<file path="config.mk">
export PLATFORM = sky130hd
export DESIGN_NAME = serial_lane_unit
export DESIGN_NICKNAME = d
export VERILOG_FILES = /design/src/rtl/slu_pkg.sv /design/src/rtl/slu_lanesel.sv /design/src/rtl/slu_chain.sv /design/src/rtl/slu_tap.sv /design/src/rtl/slu_shctl.sv /design/src/rtl/serial_lane_unit.sv
export SDC_FILE = /design/constraint.sdc
export NUM_CORES = 1
export LEC_CHECK = 0
export BUFFER_PORTS_ARGS = -buffer_cell sky130_fd_sc_hd__clkbuf_2
export CAP_MARGIN = 20
export CORE_MARGIN = 1
export CORE_UTILIZATION = 49
export CTS_CLUSTER_SIZE = 20
export DETAILED_ROUTE_END_ITERATION = 10
export PLACE_DENSITY = 0.85
export SETUP_SLACK_MARGIN = 0.02
export SYNTH_ARGS = -nofsm -noshare
export SYNTH_HDL_FRONTEND = slang
export SYNTH_SLANG_ARGS = --single-unit
</file>
<file path="constraint.sdc">
create_clock -name clk -period 4.32 [get_ports clk]
set_input_delay 1.08 -clock clk [delete_from_list [all_inputs] [get_ports clk]]
set_output_delay 1.08 -clock clk [all_outputs]
set_load 0.02 [all_outputs]
</file>
<file path="src/rtl/slu_pkg.sv">
package slu_pkg;
  typedef enum logic [1:0] {
    SZ_BYTE = 2'b00,
    SZ_HALF = 2'b01,
    SZ_WORD = 2'b10,
    SZ_RSVD = 2'b11
  } size_e;

  typedef enum logic [1:0] {
    MD_STORE = 2'b00,
    MD_LOAD  = 2'b01,
    MD_SHIFT = 2'b10,
    MD_IDLE  = 2'b11
  } mode_e;
endpackage

</file>
<file path="src/rtl/slu_lanesel.sv">
module slu_lanesel #(
  parameter int LANES = 4,
  parameter int OFS_W = 2
) (
  input  logic [1:0]       size,
  input  logic [OFS_W-1:0] ofs,
  output logic [LANES-1:0] sel,
  output logic             misalign
);
  import slu_pkg::*;

  logic is_half;
  logic is_word;

  assign is_half = (size == SZ_HALF);
  assign is_word = size[1];

  for (genvar k = 0; k < LANES; k++) begin : g_lane
    localparam logic [OFS_W-1:0] KO = OFS_W'(k);
    logic hit_ofs;
    logic hit_word;
    logic hit_half;
    assign hit_ofs = (ofs == KO);
    if (k == 0) begin : g_first
      assign hit_word = 1'b0;
    end else begin : g_rest
      assign hit_word = is_word;
    end
    if (k % 2 == 1) begin : g_odd
      assign hit_half = is_half & (ofs[OFS_W-1] == KO[OFS_W-1]);
    end else begin : g_even
      assign hit_half = 1'b0;
    end
    assign sel[k] = hit_ofs | hit_word | hit_half;
  end

  assign misalign = (is_half & ofs[0]) | (is_word & (|ofs));
endmodule

</file>
<file path="src/rtl/slu_chain.sv">
module slu_chain #(
  parameter int LANE_W = 8,
  parameter int LANES  = 4,
  parameter int SHC_W  = 6,
  localparam int W     = LANE_W * LANES
) (
  input  logic             clk,
  input  logic             rst_n,
  input  logic             cap,
  input  logic [W-1:0]     cap_data,
  input  logic             shl,
  input  logic [SHC_W-1:0] shl_amt,
  input  logic             st_step,
  input  logic             ld_step,
  input  logic             sh_step,
  input  logic             ser_in,
  output logic [W-1:0]     q
);
  logic [W-1:0] nxt;
  logic         full_upd;
  logic         cnt_upd;

  assign full_upd = cap | st_step | ld_step;
  assign cnt_upd  = shl | sh_step;

  always_comb begin
    nxt = q;
    if (cap) begin
      nxt = cap_data;
    end else if (shl) begin
      nxt[SHC_W-1:0] = shl_amt;
    end else if (st_step) begin
      nxt = {ser_in, q[W-1:1]};
    end else if (ld_step) begin
      nxt = {1'b0, q[W-1:1]};
    end else if (sh_step) begin
      nxt[SHC_W-1:0] = q[SHC_W-1:0] - 1'b1;
    end
  end

  for (genvar k = 0; k < LANES; k++) begin : g_stage
    logic lane_en;
    if (k * LANE_W < SHC_W) begin : g_cnt
      assign lane_en = full_upd | cnt_upd;
    end else begin : g_data
      assign lane_en = full_upd;
    end
    always_ff @(posedge clk or negedge rst_n) begin
      if (!rst_n) begin
        q[k*LANE_W +: LANE_W] <= '0;
      end else if (lane_en) begin
        q[k*LANE_W +: LANE_W] <= nxt[k*LANE_W +: LANE_W];
      end
    end
  end

  a_r5_capture: assert property (@(posedge clk) disable iff (!rst_n)
    cap |=> (q == $past(cap_data)));

  a_r6_hold: assert property (@(posedge clk) disable iff (!rst_n)
    !(cap | shl | st_step | ld_step | sh_step) |=> $stable(q));
endmodule

</file>
<file path="src/rtl/slu_tap.sv">
module slu_tap #(
  parameter int LANE_W = 8,
  parameter int LANES  = 4,
  parameter int OFS_W  = 2,
  localparam int CNT_W = $clog2(LANE_W * LANES)
) (
  input  logic             clk,
  input  logic             rst_n,
  input  logic [LANES-1:0] taps,
  input  logic [OFS_W-1:0] ofs,
  input  logic [1:0]       size,
  input  logic             signed_ld,
  input  logic [CNT_W-1:0] bit_cnt,
  input  logic             step,
  output logic             rd_bit
);
  import slu_pkg::*;

  localparam logic [CNT_W:0] BYTE_LIM = (CNT_W + 1)'(LANE_W);
  localparam logic [CNT_W:0] HALF_LIM = (CNT_W + 1)'(2 * LANE_W);

  logic tap;
  logic valid;
  logic sign_q;
  logic sign_d;
  logic sign_en;

  assign tap = taps[ofs];

  always_comb begin
    if (size[1]) begin
      valid = 1'b1;
    end else if (size == SZ_HALF) begin
      valid = ({1'b0, bit_cnt} < HALF_LIM);
    end else begin
      valid = ({1'b0, bit_cnt} < BYTE_LIM);
    end
  end

  assign sign_en = step & valid;
  assign sign_d  = tap;

  always_ff @(posedge clk or negedge rst_n) begin
    if (!rst_n) begin
      sign_q <= 1'b0;
    end else if (sign_en) begin
      sign_q <= sign_d;
    end
  end

  assign rd_bit = valid ? tap : (signed_ld & sign_q);

  a_r7_zero_fill: assert property (@(posedge clk) disable iff (!rst_n)
    (!valid && !signed_ld) |-> !rd_bit);
endmodule

</file>
<file path="src/rtl/slu_shctl.sv">
module slu_shctl (
  input  logic clk,
  input  logic rst_n,
  input  logic done,
  output logic done_r
);
  logic done_d;

  assign done_d = done;

  always_ff @(posedge clk or negedge rst_n) begin
    if (!rst_n) begin
      done_r <= 1'b0;
    end else begin
      done_r <= done_d;
    end
  end
endmodule

</file>
<file path="src/rtl/serial_lane_unit.sv">
module serial_lane_unit #(
  parameter int LANE_W = 8,
  parameter int LANES  = 4,
  parameter int SHC_W  = 6,
  localparam int W     = LANE_W * LANES,
  localparam int OFS_W = $clog2(LANES),
  localparam int CNT_W = $clog2(W)
) (
  input  logic             clk,
  input  logic             rst_n,
  input  logic [1:0]       mode,
  input  logic [1:0]       size,
  input  logic [OFS_W-1:0] addr_lsb,
  input  logic             en,
  input  logic             rs2_bit,
  input  logic             ld_capture,
  input  logic [W-1:0]     bus_rdat,
  input  logic             signed_ld,
  input  logic [CNT_W-1:0] bit_cnt,
  input  logic             sh_load,
  input  logic [SHC_W-1:0] sh_amt,
  output logic [W-1:0]     wdat,
  output logic [LANES-1:0] byte_sel,
  output logic             misalign,
  output logic             rd_bit,
  output logic             sh_done,
  output logic             sh_done_r
);
  import slu_pkg::*;

  logic             m_store;
  logic             m_load;
  logic             m_shift;
  logic             cap;
  logic             shl;
  logic             st_step;
  logic             ld_step;
  logic             sh_step;
  logic [W-1:0]     q;
  logic [LANES-1:0] taps;

  assign m_store = (mode == MD_STORE);
  assign m_load  = (mode == MD_LOAD);
  assign m_shift = (mode == MD_SHIFT);

  assign cap     = m_load & ld_capture;
  assign shl     = m_shift & sh_load;
  assign st_step = m_store & en;
  assign ld_step = m_load & en & ~ld_capture;
  assign sh_done = m_shift & (q[SHC_W-1:0] == '0);
  assign sh_step = m_shift & en & ~sh_load & ~sh_done;

  slu_lanesel #(.LANES(LANES), .OFS_W(OFS_W)) u_sel (
    .size     (size),
    .ofs      (addr_lsb),
    .sel      (byte_sel),
    .misalign (misalign)
  );

  slu_chain #(.LANE_W(LANE_W), .LANES(LANES), .SHC_W(SHC_W)) u_chain (
    .clk      (clk),
    .rst_n    (rst_n),
    .cap      (cap),
    .cap_data (bus_rdat),
    .shl      (shl),
    .shl_amt  (sh_amt),
    .st_step  (st_step),
    .ld_step  (ld_step),
    .sh_step  (sh_step),
    .ser_in   (rs2_bit),
    .q        (q)
  );

  for (genvar k = 0; k < LANES; k++) begin : g_tap
    assign taps[k] = q[k*LANE_W];
  end

  slu_tap #(.LANE_W(LANE_W), .LANES(LANES), .OFS_W(OFS_W)) u_tap (
    .clk       (clk),
    .rst_n     (rst_n),
    .taps      (taps),
    .ofs       (addr_lsb),
    .size      (size),
    .signed_ld (signed_ld),
    .bit_cnt   (bit_cnt),
    .step      (ld_step),
    .rd_bit    (rd_bit)
  );

  slu_shctl u_done (
    .clk    (clk),
    .rst_n  (rst_n),
    .done   (sh_done),
    .done_r (sh_done_r)
  );

  assign wdat = q;

  a_r2_byte_single: assert property (@(posedge clk) disable iff (!rst_n)
    (size == SZ_BYTE) |-> ($countones(byte_sel) == 1));

  a_r3_word_offset: assert property (@(posedge clk) disable iff (!rst_n)
    (size == SZ_WORD && addr_lsb != '0) |-> misalign);

  a_r8_no_wrap: assert property (@(posedge clk) disable iff (!rst_n)
    (sh_done && en && !sh_load) |=> $stable(wdat));

  a_r9_done_set: assert property (@(posedge clk) disable iff (!rst_n)
    sh_done |=> sh_done_r);

  a_r9_done_clr: assert property (@(posedge clk) disable iff (!rst_n)
    !sh_done |=> !sh_done_r);
endmodule

</file>
==> results of run 1 <==
## worst paths after layout
kind                                             endpoint  depth (start not counted)
worst min register to register   u_tap.sign_q$_DFFE_PN0P_                          1
min in group asynchronous        u_chain.q[2]$_DFFE_PN0P_                          1
max in group asynchronous       u_chain.q[14]$_DFFE_PN0P_                          1
worst min-delay path             u_tap.sign_q$_DFFE_PN0P_                          1
worst max register to register   u_chain.q[3]$_DFFE_PN0P_                          5
worst max-delay path                               rd_bit                          5
## placed cells by master (no fill, tap or decap), types with 2 or more instances in the layout
| master | netlist | final |
|---|---|---|
| clkbuf_2 | 0 | 92 |
| nand2_1 | 32 | 32 |
| nand3_1 | 2 | 2 |
| inv_1 | 6 | 6 |
| o21ai_0 | 28 | 28 |
| a21oi_1 | 8 | 8 |
| nand3b_1 | 2 | 2 |
| o211ai_1 | 2 | 2 |
| dfrtp_1 | 34 | 34 |
| clkbuf_8 | 0 | 6 |
| mux2i_1 | 25 | 25 |
| nor2_1 | 12 | 11 |
| ha_1 | 2 | 2 |
| nor2b_1 | 2 | 2 |
| a31oi_1 | 4 | 4 |
| a22oi_1 | 4 | 4 |
| nand2b_1 | 3 | 3 |
## through the flow
stage	power (mW)	hold WS [ps]
2_1_floorplan	0.7910	480.3
3_5_place_dp	0.9604	496.9
3_3_place_gp	0.9462	491.7
4_1_cts	1.209	514.9
6_report	1.197	516.1
5_1_grt	1.277	535.1
## state kept, by name, summed over array words and instances, names as in the netlist
signal,count
u_done.done_r,1
u_tap.sign_q,1
u_chain.q,32
## final cells by class
type                       instances  area share (%)
clock buffer                       6           3.323
timing repair buffer              93           18.83
sequential                        34           34.24
tap                               48           2.417
clock inverter                     2          0.5035
multi-input combinational        151           39.78
inverter                           6          0.9063
## critical path: cells and delay by family
family	cells	cell delay, ps
AOI/OAI and AO/OA	1	70
muxes	1	520
buffers and inverters	3	360
## power breakdown
part	leakage, nW	total [mW]	switching, mW	internal [mW]
sequential	0.417	0.516	0.110	0.406
combinational	0.860	0.442	0.260	0.182
clock	0.0472	0.239	0.111	0.128
## kinds of logic (layout without fill, tap and decap cells)
logic type / count (synthesis) / count (layout) / synth area share (%)
simple gates: 61 / 61 / 15.05
compound gates: 59 / 59 / 19.02
buf+inv: 19 / 107 / 4.625
xor+xnor: 2 / 2 / 0.9122
flops: 34 / 34 / 44.30
mux: 27 / 27 / 14.79
fa+ha+maj: 2 / 2 / 1.303
## per-layer routing
| layer | vias to the layer above | GRT usage [%] |
|---|---|---|
| met1 | 836 | 31.03 |
| li1 | 901 | - |
| met2 | 85 | 39.61 |
| met3 | 10 | 6.866 |
| met5 | - | 0 |
| met4 | 0 | 8.889 |
==> results.sh, run 1 <==
export IMPL_path_max_fanout=6
export IMPL_max_stage_delay_ps=520
export IMPL_synth_edf_count=0
export IMPL_drc_errors=0
export IMPL_met3WireLength_um=377
export IMPL_clk_latency_ps=280
export IMPL_crit_path_end_kind="primary output"
export IMPL_viasPerCell=5.388
export IMPL_grt_pass1_vias=1813
export IMPL_finalCritPeriodShare_pct=72.07
export IMPL_dp_hpwl_um=3298
export IMPL_dr_pass1_iters=4
export IMPL_final_cells=340
export IMPL_hold_path_class="flip-flop to flip-flop"
export IMPL_post_cts_buffers=0
export IMPL_fill_cells=328
export IMPL_synth_nets=262
export IMPL_synth_cell_types=45
export IMPL_postPlaceCellArea_um2=2390
export IMPL_io_pin_count=96
export IMPL_drtIter0Drc=148
export IMPL_crit_type="input pin to primary output"
export IMPL_ant_nets=0
export IMPL_ys_ff_latch=34
export IMPL_setup_tns_ps=0
export IMPL_powerDensity_nw_per_um2=481.8
export IMPL_irDropWorstVdd_v=0.0003024
export IMPL_core_um2=3716
export IMPL_finalSetupViolCount=0
export IMPL_wl_met1_um=2015
export IMPL_worst_setup_path_start_kind="input pin"
export IMPL_fp_dieW_um=64.61
export IMPL_cts_buffers=5
export IMPL_relSlewSlack_pct=34.93
export IMPL_cts_max_path_buffers=2
export IMPL_cts_hold_buf=0
export IMPL_synth_most_common_cell="dfrtp_1"
export IMPL_synth_top_area_cell="dfrtp_1"
export IMPL_finish_utilization_pct=66.87
export IMPL_vias=1832
export IMPL_highest_layer="met4"
export IMPL_synth_top_area_share_pct=44.30
export IMPL_cts_tree="built"
export IMPL_final_seq_area_um2=850.8
export IMPL_start_util_pct=51.68
export IMPL_setup_slack_ps=1206
export IMPL_grt_total_usage_pct=24.44
export IMPL_netlist_instances=204
export IMPL_grt_pass1_wl_um=7955
export IMPL_synth_ff_type="dfrtp_1"
export IMPL_dieArea_um2=4174
export IMPL_worstReg2RegStart="u_chain.q[3]$_DFFE_PN0P_"
export IMPL_yosys_warnings=0
export IMPL_met2WireLength_um=2065
export IMPL_htreeDepth=2
export IMPL_drive_above_1_share_pct=36.99
export IMPL_n_antenna_cell=0
export IMPL_rows=22
export IMPL_fmax_ghz=0.3212
export IMPL_async_flop_share_pct=100.0
export IMPL_worstMarginPinSlew_ps=972.6
export IMPL_grt_max_degree=41
export IMPL_cts_root_buf="clkbuf_8"
export IMPL_multi_input_area_um2=988.4
export IMPL_synth_commonest_cells="34 x dfrtp_1, 32 x nand2_1, 28 x o21ai_0"
export IMPL_status="complete, no violations"
export IMPL_io_buffer_count=92
export IMPL_pre_cts_slack_ps=1192
export IMPL_routabilityCongestion=0.8533
export IMPL_drv_slew=0
export IMPL_clock_sinks=34
export IMPL_netlist_area_um2=1921
export IMPL_hold_viol=0
export IMPL_layout_min_cycle_time_ps=3114
export IMPL_r2r_setup_slack_ps=2380
export IMPL_wirelength_um=4552
export IMPL_final_nets=349
export IMPL_path_common_cell="clkbuf_2"
export IMPL_min_delay_start="u_tap.sign_q$_DFFE_PN0P_"
export IMPL_antenna_found_initial=0
export IMPL_synthToLayoutAreaGrowth_pct=29.38
export IMPL_crit_chain="clkbuf_2 > mux4_2 > inv_1 > o21ai_0 > clkbuf_2"
export IMPL_arrival_ps=2030
export IMPL_clk_pin_slew_ps=70
export IMPL_cts_resized=0
export IMPL_wl_per_cell_um=13.39
export IMPL_yosysSeqAreaShare_pct=44.30
export IMPL_dp_cells=332
export IMPL_final_area_um2=2485
export IMPL_overflow=0
export IMPL_clock_skew_ps=5.037
export IMPL_synth_area_top_cells="dfrtp_1 44%, mux2i_1 13%, o21ai_0 7.3%"
export IMPL_crit_start="addr_lsb[0]"
export IMPL_die_y_um=64.61
export IMPL_avgSynthCellArea_um2=9.415
export IMPL_drv_cap=0
export IMPL_cpMaxStageDelayCell="mux4_2"
export IMPL_cp_required_ps=3240
export IMPL_rsz0062_at_grt="false"
export IMPL_p_leak_nw=1.325
Note: power is estimated with default switching activity, not from simulation.
==> inputs of run 2 (changes only) <==
--- a/config.mk
+++ b/config.mk
@@ -8,10 +8,10 @@
 export BUFFER_PORTS_ARGS = -buffer_cell sky130_fd_sc_hd__clkbuf_2
 export CAP_MARGIN = 20
 export CORE_MARGIN = 1
-export CORE_UTILIZATION = 49
+export CORE_UTILIZATION = 46
 export CTS_CLUSTER_SIZE = 20
 export DETAILED_ROUTE_END_ITERATION = 10
-export PLACE_DENSITY = 0.85
+export PLACE_DENSITY = 0.8
 export SETUP_SLACK_MARGIN = 0.02
 export SYNTH_ARGS = -nofsm -noshare
 export SYNTH_HDL_FRONTEND = slang
==> constraint.sdc (replaced) <==
create_clock -name clk -period 3 [get_ports clk]
set_input_delay 0.75 -clock clk [delete_from_list [all_inputs] [get_ports clk]]
set_output_delay 0.75 -clock clk [all_outputs]
set_load 0.02 [all_outputs]
==> run 2 against run 1 <==
Net effect: sequential share of layout area fell by 0.19 points; combinational power rose by 44%; clock skew rose by 0.70 ps; first-iteration DRC count fell by 9.5%; non-clock buffer count rose by 2; clock power rose by 43%; flip-flop and latch count did not move; cell area rose by 0.55%; die area rose by 6.3%; global-route usage fell by 2.0 points.
==> results.sh, run 2 (synthesis results as in run 1) <==
export IMPL_dieArea_um2=4438
export IMPL_cp_required_ps=2250
export IMPL_drv_cap=0
export IMPL_overflow=0
export IMPL_viasPerCell=5.256
export IMPL_fp_dieW_um=66.62
export IMPL_die_y_um=66.62
export IMPL_crit_path_end_kind="primary output"
export IMPL_cts_root_buf="clkbuf_8"
export IMPL_io_buffer_count=92
export IMPL_hold_path_class="flip-flop to flip-flop"
export IMPL_grt_pass1_vias=1649
export IMPL_layout_common_cells="92 x clkbuf_2, 34 x dfrtp_1, 32 x nand2_1, 28 x o21ai_0, 25 x mux2i_1"
export IMPL_cts_max_path_buffers=2
export IMPL_crit_type="input pin to primary output"
export IMPL_fmax_ghz=0.4061
export IMPL_powerDensity_nw_per_um2=689.3
export IMPL_drtIter0Drc=134
export IMPL_htreeDepth=2
export IMPL_largest_reg_flops=32
export IMPL_n_antenna_cell=0
export IMPL_cpMaxStageDelayCell="mux4_2"
export IMPL_vias=1808
export IMPL_clk_latency_ps=280
export IMPL_finalSetupViolCount=0
export IMPL_grt_total_usage_pct=22.40
export IMPL_antenna_found_initial=0
export IMPL_setup_tns_ps=0
export IMPL_path_max_fanout=6
export IMPL_path_buf_inv=3
export IMPL_clock_sinks=34
export IMPL_rows=23
export IMPL_post_cts_buffers=0
export IMPL_synthToLayoutAreaGrowth_pct=30.10
export IMPL_dp_hpwl_um=3481
export IMPL_cts_tree="built"
export IMPL_irDropWorstVdd_v=0.0003924
export IMPL_drive_above_1_share_pct=37.07
export IMPL_wirelength_um=4693
export IMPL_cts_buffers=5
export IMPL_grt_max_degree=44
export IMPL_fill_cells=366
export IMPL_ant_nets=0
export IMPL_final_nets=351
export IMPL_io_pin_count=96
export IMPL_clk_pin_slew_ps=60
export IMPL_path_common_cell="clkbuf_2"
export IMPL_max_stage_delay_ps=530
export IMPL_start_util_pct=48.01
export IMPL_drv_slew=0
export IMPL_layout_min_cycle_time_ps=2463
export IMPL_arrival_ps=1710
export IMPL_grt_pass1_wl_um=7410
export IMPL_finish_utilization_pct=62.46
export IMPL_critical_path_top_delay_family="multiplexers"
export IMPL_relSlewSlack_pct=42.96
export IMPL_regMostFlops="u_chain.q"
export IMPL_dr_pass1_iters=4
export IMPL_worstMarginPinSlew_ps=855.6
export IMPL_cts_resized=0
export IMPL_hold_viol=0
export IMPL_worst_setup_path_start_kind="input pin"
export IMPL_crit_chain="clkbuf_2 > mux4_2 > inv_1 > o21ai_0 > clkbuf_2"
export IMPL_cts_hold_buf=0
export IMPL_p_leak_nw=1.334
export IMPL_layout_commonest_cell="clkbuf_2"
export IMPL_routabilityCongestion=0.8176
export IMPL_status="complete, no violations"
export IMPL_clock_skew_ps=5.740
export IMPL_top_regs="u_chain.q: 32 flops, u_done.done_r: 1 flops, u_tap.sign_q: 1 flops"
export IMPL_core_um2=4000
export IMPL_finalCritPeriodShare_pct=82.09
export IMPL_rsz0062_at_grt="false"
export IMPL_drc_errors=0
export IMPL_wl_per_cell_um=13.64
==> run 2: worst register-to-register path: cells and delay by family (launching register included) <==
family / cells / cell delay [ps]
AOI/OAI and AO/OA: 3 / 870
DFF: 1 / 470
and+or+nand+nor: 2 / 440
==> run 2: final timing paths <==
| check | slack [ps] | depth (start not counted) | to | from |
|---|---|---|---|---|
| max | 540 | 5 | rd_bit | addr_lsb[0] |
| min | 520 | 1 | u_tap.sign_q$_DFFE_PN0P_ | u_tap.sign_q$_DFFE_PN0P_ |
| max reg2reg | 1090 | 5 | u_chain.q[3]$_DFFE_PN0P_ | u_chain.q[3]$_DFFE_PN0P_ |
| min reg2reg | 520 | 1 | u_tap.sign_q$_DFFE_PN0P_ | u_tap.sign_q$_DFFE_PN0P_ |
| max in group asynchronous | 1890 | 1 | u_chain.q[5]$_DFFE_PN0P_ | rst_n |
| min in group asynchronous | 570 | 1 | u_chain.q[4]$_DFFE_PN0P_ | rst_n |
==> run 2: power breakdown <==
part	internal, mW	switching (mW)
Combinational	0.263	0.374
Clock	0.185	0.157
Sequential	0.584	0.158
==> run 2: area by class of cell <==
type	count	area, µm²	share of cell area, %
well taps	50	62.56	2.504
clock inverters	1	5.005	0.2003
clock buffers	7	86.33	3.455
flip-flops and latches	34	850.8	34.05
inverters	6	22.52	0.9014
repair buffers	95	483.0	19.33
multi-input cells	151	988.4	39.56
==> run 2: metal layers <==
metal	GRT usage, %	vias to the layer above	part of all wire (%)
li1	-	903	-
met1	28.88	828	45
met4	6.649	0	0.28
met5	0	-	0
met3	6.507	2	7.1
met2	36.11	75	48
==> run 2: through the flow <==
stage / power [mW] / worst slack [ps] / cells / instance area, µm² / hold slack, ps
finish: 1.722 / 537.4 / 344 / 2499 / 516.1
global route: 1.841 / 378.7 / 344 / 2499 / 548.3
CTS: 1.745 / 518.1 / 344 / 2499 / 514.2
detailed placement: 1.394 / 531.0 / 336 / 2407 / 499.5
global placement: 1.368 / 540.8 / 336 / 2407 / 496.3
floorplan: 1.139 / 659.1 / 204 / 1921 / 454.4
